[src/rtl/nvreg_pkg.sv]
package nvreg_pkg;

  typedef enum logic [2:0] {
    OP_WR_REG     = 3'd0,
    OP_RD_REG     = 3'd1,
    OP_REG2WIP    = 3'd2,
    OP_WIP2REG    = 3'd3,
    OP_GLB_RECALL = 3'd4,
    OP_GLB_SAVE   = 3'd5
  } nv_op_e;

  function automatic logic op_modifies(input logic [2:0] op);
    return (op == OP_WR_REG) || (op == OP_WIP2REG) || (op == OP_GLB_SAVE);
  endfunction

endpackage

[src/rtl/nvreg_rst_sync.sv]
module nvreg_rst_sync (
  input  logic clk,
  input  logic rst_n,
  output logic rst_sn
);

  logic [1:0] sync_q;

  always_ff @(posedge clk or negedge rst_n) begin
    if (!rst_n) sync_q <= 2'b00;
    else        sync_q <= {sync_q[0], 1'b1};
  end

  assign rst_sn = sync_q[1];

endmodule

[src/rtl/nvreg_wcycle.sv]
module nvreg_wcycle #(
  parameter int unsigned BUSY_CYCLES = 500000
) (
  input  logic clk,
  input  logic rst_n,
  input  logic start,
  output logic busy
);

  localparam int unsigned CNTW = $clog2(BUSY_CYCLES + 1);

  logic [CNTW-1:0] cnt_q, cnt_d;
  logic            cnt_en;

  always_comb begin
    cnt_en = 1'b0;
    cnt_d  = cnt_q;
    if (start) begin
      cnt_en = 1'b1;
      cnt_d  = CNTW'(BUSY_CYCLES);
    end else if (cnt_q != '0) begin
      cnt_en = 1'b1;
      cnt_d  = cnt_q - 1'b1;
    end
  end

  always_ff @(posedge clk or negedge rst_n) begin
    if (!rst_n)      cnt_q <= '0;
    else if (cnt_en) cnt_q <= cnt_d;
  end

  assign busy = (cnt_q != '0);

endmodule

[src/rtl/nvreg_store.sv]
module nvreg_store #(
  parameter int unsigned NUM_CH  = 4,
  parameter int unsigned NUM_REG = 4,
  parameter int unsigned DW      = 6,
  parameter int unsigned RST_VAL = 32
) (
  input  logic                             clk,
  input  logic                             rst_n,
  input  logic [NUM_CH-1:0]                wr_en,
  input  logic [$clog2(NUM_REG)-1:0]       wr_sel,
  input  logic [NUM_CH*DW-1:0]             wr_data,
  output logic [NUM_CH*NUM_REG*DW-1:0]     store_flat
);

  localparam int unsigned RW = $clog2(NUM_REG);
  localparam logic [DW-1:0] RST_CODE = DW'(RST_VAL);

  for (genvar c = 0; c < NUM_CH; c++) begin : g_ch
    for (genvar r = 0; r < NUM_REG; r++) begin : g_reg
      logic [DW-1:0] cell_q;
      logic          cell_en;

      assign cell_en = wr_en[c] && (wr_sel == RW'(r));

      always_ff @(posedge clk or negedge rst_n) begin
        if (!rst_n)       cell_q <= RST_CODE;
        else if (cell_en) cell_q <= wr_data[c*DW +: DW];
      end

      assign store_flat[(c*NUM_REG + r)*DW +: DW] = cell_q;
    end
  end

endmodule

[src/rtl/nvreg_req.sv]
module nvreg_req
  import nvreg_pkg::*;
#(
  parameter int unsigned NUM_CH  = 4,
  parameter int unsigned NUM_REG = 4,
  parameter int unsigned DW      = 6
) (
  input  logic                        clk,
  input  logic                        rst_n,
  input  logic                        req_valid,
  input  logic [2:0]                  req_op,
  input  logic [$clog2(NUM_REG)-1:0]  req_reg,
  input  logic [$clog2(NUM_CH)-1:0]   req_ch,
  input  logic [DW-1:0]               req_wdata,
  input  logic [NUM_CH*DW-1:0]        wip_cur,
  input  logic                        wp_n,
  input  logic                        busy,
  input  logic                        cmd_stop,
  output logic                        reject,
  output logic                        commit,
  output logic [NUM_CH-1:0]           commit_mask,
  output logic [$clog2(NUM_REG)-1:0]  commit_sel,
  output logic [NUM_CH*DW-1:0]        commit_data
);

  localparam int unsigned RW = $clog2(NUM_REG);

  logic                pend_q, pend_d, pend_en;
  logic [NUM_CH-1:0]   mask_q, mask_d;
  logic [RW-1:0]       sel_q, sel_d;
  logic [NUM_CH*DW-1:0] data_q, data_d;
  logic                capt_en;
  logic                rej_q, rej_d;
  logic                mod_req, free;

  assign mod_req = req_valid && op_modifies(req_op);
  assign free    = !busy && !pend_q;
  assign capt_en = mod_req && free && wp_n;
  assign rej_d   = mod_req && free && !wp_n;

  always_comb begin
    mask_d = '0;
    sel_d  = req_reg;
    data_d = wip_cur;
    case (req_op)
      OP_WR_REG: begin
        mask_d = NUM_CH'(1) << req_ch;
        data_d = {NUM_CH{req_wdata}};
      end
      OP_WIP2REG:  mask_d = NUM_CH'(1) << req_ch;
      OP_GLB_SAVE: mask_d = '1;
      default:     mask_d = '0;
    endcase
  end

  always_comb begin
    pend_en = 1'b0;
    pend_d  = pend_q;
    if (capt_en) begin
      pend_en = 1'b1;
      pend_d  = 1'b1;
    end else if (commit) begin
      pend_en = 1'b1;
      pend_d  = 1'b0;
    end
  end

  always_ff @(posedge clk or negedge rst_n) begin
    if (!rst_n)       pend_q <= 1'b0;
    else if (pend_en) pend_q <= pend_d;
  end

  always_ff @(posedge clk or negedge rst_n) begin
    if (!rst_n) begin
      mask_q <= '0;
      sel_q  <= '0;
      data_q <= '0;
    end else if (capt_en) begin
      mask_q <= mask_d;
      sel_q  <= sel_d;
      data_q <= data_d;
    end
  end

  always_ff @(posedge clk or negedge rst_n) begin
    if (!rst_n) rej_q <= 1'b0;
    else        rej_q <= rej_d;
  end

  assign commit      = cmd_stop && pend_q;
  assign commit_mask = commit ? mask_q : '0;
  assign commit_sel  = sel_q;
  assign commit_data = data_q;
  assign reject      = rej_q;

endmodule

[src/rtl/nvreg_bank_ctrl.sv]
module nvreg_bank_ctrl
  import nvreg_pkg::*;
#(
  parameter int unsigned NUM_CH      = 4,
  parameter int unsigned NUM_REG     = 4,
  parameter int unsigned DW          = 6,
  parameter int unsigned BUSY_CYCLES = 500000,
  parameter int unsigned RST_VAL     = 32
) (
  input  logic                        clk,
  input  logic                        rst_n,
  input  logic                        req_valid,
  input  logic [2:0]                  req_op,
  input  logic [$clog2(NUM_REG)-1:0]  req_reg,
  input  logic [$clog2(NUM_CH)-1:0]   req_ch,
  input  logic [DW-1:0]               req_wdata,
  input  logic                        wp_n,
  input  logic                        cmd_stop,
  input  logic [NUM_CH*DW-1:0]        wip_cur,
  output logic                        busy,
  output logic                        reject,
  output logic                        rd_valid,
  output logic [DW-1:0]               rd_data,
  output logic [NUM_CH-1:0]           wip_ld,
  output logic [NUM_CH*DW-1:0]        wip_ld_data
);

  localparam int unsigned RW = $clog2(NUM_REG);
  localparam int unsigned SW = NUM_CH*NUM_REG*DW;

  logic                rst_sn;
  logic [SW-1:0]       store_flat;
  logic                commit;
  logic [NUM_CH-1:0]   commit_mask;
  logic [RW-1:0]       commit_sel;
  logic [NUM_CH*DW-1:0] commit_data;

  nvreg_rst_sync u_rst (
    .clk    (clk),
    .rst_n  (rst_n),
    .rst_sn (rst_sn)
  );

  nvreg_req #(.NUM_CH(NUM_CH), .NUM_REG(NUM_REG), .DW(DW)) u_req (
    .clk         (clk),
    .rst_n       (rst_sn),
    .req_valid   (req_valid),
    .req_op      (req_op),
    .req_reg     (req_reg),
    .req_ch      (req_ch),
    .req_wdata   (req_wdata),
    .wip_cur     (wip_cur),
    .wp_n        (wp_n),
    .busy        (busy),
    .cmd_stop    (cmd_stop),
    .reject      (reject),
    .commit      (commit),
    .commit_mask (commit_mask),
    .commit_sel  (commit_sel),
    .commit_data (commit_data)
  );

  nvreg_store #(.NUM_CH(NUM_CH), .NUM_REG(NUM_REG), .DW(DW), .RST_VAL(RST_VAL)) u_store (
    .clk        (clk),
    .rst_n      (rst_sn),
    .wr_en      (commit_mask),
    .wr_sel     (commit_sel),
    .wr_data    (commit_data),
    .store_flat (store_flat)
  );

  nvreg_wcycle #(.BUSY_CYCLES(BUSY_CYCLES)) u_wcyc (
    .clk   (clk),
    .rst_n (rst_sn),
    .start (commit),
    .busy  (busy)
  );

  // read path
  logic          rd_req;
  logic [DW-1:0] rd_sel_val;
  logic          rdv_q;
  logic [DW-1:0] rdd_q;

  assign rd_req     = req_valid && (req_op == OP_RD_REG);
  assign rd_sel_val = store_flat[(int'(req_ch)*NUM_REG + int'(req_reg))*DW +: DW];

  always_ff @(posedge clk or negedge rst_n) begin
    if (!rst_n) rdv_q <= 1'b0;
    else        rdv_q <= rd_req;
  end

  always_ff @(posedge clk or negedge rst_n) begin
    if (!rst_n)      rdd_q <= '0;
    else if (rd_req) rdd_q <= rd_sel_val;
  end

  assign rd_valid = rdv_q;
  assign rd_data  = rdd_q;

  // wiper recall path
  logic                 boot_q;
  logic [RW-1:0]        rcl_sel;
  logic [NUM_CH*DW-1:0] rcl_lanes;
  logic [NUM_CH-1:0]    ld_d, ld_q;
  logic [NUM_CH*DW-1:0] ldd_q;
  logic                 ld_en;

  always_ff @(posedge clk or negedge rst_sn) begin
    if (!rst_sn)     boot_q <= 1'b1;
    else if (boot_q) boot_q <= 1'b0;
  end

  assign rcl_sel = boot_q ? '0 : req_reg;

  for (genvar c = 0; c < NUM_CH; c++) begin : g_rcl
    assign rcl_lanes[c*DW +: DW] = store_flat[(c*NUM_REG + int'(rcl_sel))*DW +: DW];
  end

  always_comb begin
    ld_d = '0;
    if (boot_q)
      ld_d = '1;
    else if (req_valid && req_op == OP_REG2WIP)
      ld_d = NUM_CH'(1) << req_ch;
    else if (req_valid && req_op == OP_GLB_RECALL)
      ld_d = '1;
  end

  assign ld_en = (ld_d != '0);

  always_ff @(posedge clk or negedge rst_sn) begin
    if (!rst_sn) ld_q <= '0;
    else         ld_q <= ld_d;
  end

  always_ff @(posedge clk or negedge rst_sn) begin
    if (!rst_sn)     ldd_q <= '0;
    else if (ld_en)  ldd_q <= rcl_lanes;
  end

  assign wip_ld      = ld_q;
  assign wip_ld_data = ldd_q;

endmodule

[config.mk]
export PLATFORM = sky130hd
export DESIGN_NAME = nvreg_bank_ctrl
export DESIGN_NICKNAME = d
export VERILOG_FILES = /design/src/rtl/nvreg_pkg.sv /design/src/rtl/nvreg_rst_sync.sv /design/src/rtl/nvreg_wcycle.sv /design/src/rtl/nvreg_store.sv /design/src/rtl/nvreg_req.sv /design/src/rtl/nvreg_bank_ctrl.sv
export SDC_FILE = /design/constraint.sdc
export NUM_CORES = 1
export LEC_CHECK = 0
export CORE_ASPECT_RATIO = 2
export CORE_MARGIN = 1
export CORE_UTILIZATION = 59
export DETAILED_ROUTE_END_ITERATION = 8
export DONT_BUFFER_PORTS = 1
export GPL_TIMING_DRIVEN = 0
export HOLD_SLACK_MARGIN = 0.02
export PLACE_DENSITY = 0.75
export SKIP_LAST_GASP = 1
export SLEW_MARGIN = 20
export SYNTH_ARGS = -nofsm -noshare
export SYNTH_HDL_FRONTEND = slang
export SYNTH_HIERARCHICAL = 1
export SYNTH_SLANG_ARGS = --single-unit
export TNS_END_PERCENT = 5
[constraint.sdc]
create_clock -name clk -period 7 [get_ports clk]
set_clock_uncertainty 0.2 [all_clocks]
set_input_delay 1.4 -clock clk [delete_from_list [all_inputs] [get_ports clk]]
set_output_delay 1.4 -clock clk [all_outputs]
set_load 0.01 [all_outputs]
==> impl_metrics.env <==
export IMPL_critical_path_reg2reg_endpoint="u_req/mask_q[0]"
export IMPL_grt_usage_pct=33.0
export IMPL_p_sw_share_pct=27.3
export IMPL_holdPathStages=0
export IMPL_grt_max_degree=48
export IMPL_place_inst=945
export IMPL_drtPass1Iterations=6
export IMPL_cellLeakagePower_nw=4.83
export IMPL_synth_mux_area_share_pct=25.6
export IMPL_min_from="u_rst/sync_q[0]"
export IMPL_clock_latency_ns=0.44
export IMPL_dp_hpwl_um=19100
export IMPL_grt_ovfl_total=0
export IMPL_final_util_pct=65.7
export IMPL_whs_endpoint="u_rst/sync_q[1]"
export IMPL_worst_r2r_path_depth=10
export IMPL_synthesis_nets=787
export IMPL_ir_drop_v=0.000213
export IMPL_ys_seq_area_share_pct=50.6
export IMPL_syn_area_um2=9190
export IMPL_netSwitchingPower_mw=0.630
export IMPL_drtAntennaViolNets=0
export IMPL_place_gp_congestion=0.948
export IMPL_comb_power_share_pct=9.2
export IMPL_post_drt_via_cell_ratio=6.67
export IMPL_worst_setup_path_end_kind="output pin"
export IMPL_finalCritPeriodShare_pct=63.7
export IMPL_run_status="completed"
export IMPL_numCtsBuffers=17
export IMPL_hold_viol_final=0
export IMPL_ios=79
export IMPL_drive_gt1_share_pct=31.6
export IMPL_rows=64
export IMPL_rsz0062_at_grt="no"
export IMPL_internal_power_mw=1.67
export IMPL_seqPwrFrac_pct=50.8
export IMPL_synth_most_common_cell="dfrtp_1"
export IMPL_pre_cts_ws_ns=3.04
export IMPL_antenna_found_initial=0
export IMPL_clock_power_share_pct=40.0
export IMPL_drv_cap=0
export IMPL_dieWidth_um=90.2
export IMPL_yosys_area_share_simple_pct=10.1
export IMPL_grt_pass1_wl_um=38700
export IMPL_core_area_um2=15300
export IMPL_areaGrowthSynthToFinish_pct=9.45
export IMPL_tightest_slew_ns=1.24
export IMPL_setup_ws_ns=2.54
export IMPL_routed_wl_um=25300
export IMPL_ys_types=60
export IMPL_synth_compound_area_share_pct=9.23
export IMPL_synthAdderAreaFrac_pct=0.136
export IMPL_synth_top_family_by_area="multiplexers"
export IMPL_synth_seq_cells=185
export IMPL_antenna_cells=0
export IMPL_post_cts_buffers=0
export IMPL_synthTopCellsByArea="dfrtp_1, mux2_2, mux4_2"
export IMPL_cts_num_sinks=185
export IMPL_hp_class="reg2reg"
export IMPL_synth_edf_count=0
export IMPL_synth_commonest_cells="dfrtp_1, mux2_2, a21oi_1"
export IMPL_power_density_nw_per_um2=229
export IMPL_start_kind="flop"
export IMPL_syn_inst=744
export IMPL_maxSlewViolCount=0
export IMPL_stdcell_count=977
export IMPL_dominantRegCellSynth="dfrtp_1"
export IMPL_num_nets_final=809
export IMPL_num_vias=6515
export IMPL_hold_buffers=0
export IMPL_cts_tree="done"
export IMPL_avgSynthCellArea_um2=12.3
export IMPL_clockBufferDepth=2
export IMPL_cts_clk_slew_worst_paths_ns=0.07
export IMPL_fin_crit_ns=4.46
export IMPL_crit_type="reg2out"
export IMPL_max_freq_ghz=0.224
export IMPL_drtIter0Drc=424
export IMPL_async_flop_share_pct=100
export IMPL_htree_levels=4
export IMPL_grt_pass1_vias=7007
export IMPL_slew_headroom_pct=16.7
export IMPL_port_buffers=0
export IMPL_r2r_start="u_wcyc/cnt_q[0]"
export IMPL_synthXorXnorAreaFrac_pct=0.191
export IMPL_dieArea_um2=16100
export IMPL_fin_hold_ws_ns=0.155
export IMPL_synth_largest_area_cell="dfrtp_1"
export IMPL_post_cts_resized=0
export IMPL_routedWlPerCell_um=25.9
export IMPL_synth_top_area_share_pct=45.8
export IMPL_die_y_um=178
export IMPL_required_ns=5.40
export IMPL_start_util_pct=60.1
export IMPL_finalSetupViolations=0
export IMPL_critical_path_arrival_ns=2.86
export IMPL_reg2reg_slack_ns=3.30
export IMPL_root_buffer="clkbuf_16"
export IMPL_yosysWarnings=6
export IMPL_remaining_drc_errors=0
export IMPL_cp_max_fo=8
[metrics by stage]
| stage | total power, mW | TNS [ns] | cell area (um2) |
|---|---|---|---|
| floorplan | 1.33 | 0 | 9190 |
| global placement | 1.38 | -2.79 | 9440 |
| detailed placement | 1.40 | 0 | 9500 |
| CTS | 2.31 | 0 | 10100 |
| global route | 2.38 | 0 | 10100 |
| finish | 2.30 | 0 | 10100 |
[worst max path at each step]
stage | startpoint | end | slack (ns) | depth (start not counted)
after floorplan | u_rst/sync_q[1] | u_req/commit_data[0] | 1.50 | 0
after global placement | u_rst/sync_q[1] | u_req/commit_data[0] | -0.03 | 0
after detailed placement | u_wcyc/cnt_q[0] | busy | 3.04 | 6
after CTS | u_wcyc/cnt_q[0] | busy | 2.58 | 6
after global routing | u_wcyc/cnt_q[0] | busy | 2.31 | 6
final | u_wcyc/cnt_q[0] | busy | 2.54 | 6
[critical path, stage by stage, from the launching register on]
cell      delay, ns
dfrtp_1        0.41
inv_1          0.08
ha_1           0.29
or4b_2         0.60
clkbuf_1       0.18
nor4_1         0.62
nand2_1        0.25
[area by class of cell]
class	instances	area (um2)
clock inverter	12	110
clock buffer	20	447
multi-input combinational	483	4160
tap	198	248
inverter	36	135
buffer	40	238
fill	1147	5240
timing repair buffer	3	60.1
sequential	185	4650
[cell families (layout without fill, tap and decap cells)]
| kind of cell | Yosys count | count (layout) |
|---|---|---|
| fa+ha+maj | 1 | 1 |
| simple gates | 163 | 163 |
| other cells | 2 | 2 |
| mux | 183 | 183 |
| compound gates | 132 | 132 |
| flops | 185 | 185 |
| buf+inv | 76 | 111 |
| xor+xnor | 2 | 2 |
[cell usage in the layout (no fill, tap or decap), types with 3 or more instances in the layout]
master / instances
buf_4: 6
dfstp_2: 17
o31ai_1: 5
clkinv_4: 3
and3_1: 6
buf_6: 6
inv_8: 3
mux2_2: 114
or3_1: 9
nor2_1: 30
nand2_1: 41
a31oi_1: 8
inv_6: 4
inv_1: 36
clkbuf_16: 17
buf_12: 3
mux2_4: 5
nand3_1: 12
a22oi_1: 17
clkbuf_1: 12
nor2b_1: 7
nor4_1: 7
a2bb2oi_1: 14
nand3b_2: 8
mux4_2: 27
mux2i_1: 35
o22ai_1: 3
nand2b_1: 3
a21oi_1: 55
dfrtp_1: 167
nor3_1: 9
o21ai_0: 13
and2_1: 8
or4_1: 6
buf_2: 15
[state kept, by name (all words and copies together) (netlist names)]
signal	cells
boot_q	1
u_rst/sync_q	2
u_req/reject	1
wip_ld	4
u_req/mask_q	4
rd_data	6
rd_valid	1
u_store/g_ch.g.cell_q	96
u_req/commit_sel	2
u_req/pend_q	1
wip_ld_data	24
u_wcyc/cnt_q	19
u_req/commit_data	24
[layer usage]
metal,share of wire (%),vias to the layer above,track usage (%)
li1,-,2796,-
met2,53,325,59.9
met5,0,-,0
met1,33,3269,31.9
met3,5.9,125,7.63
met4,8.1,0,25.5
[power groups by stage]
stage / Sequential, mW / Clock (mW) / Combinational, mW
after detailed placement: 1.19 / 0 / 0.210
after CTS: 1.17 / 0.931 / 0.210
final: 1.17 / 0.921 / 0.211
after global placement: 1.20 / 0 / 0.181
after global routing: 1.18 / 0.966 / 0.232
after floorplan: 1.19 / 0 / 0.144
(Power assumes the default switching activity.)
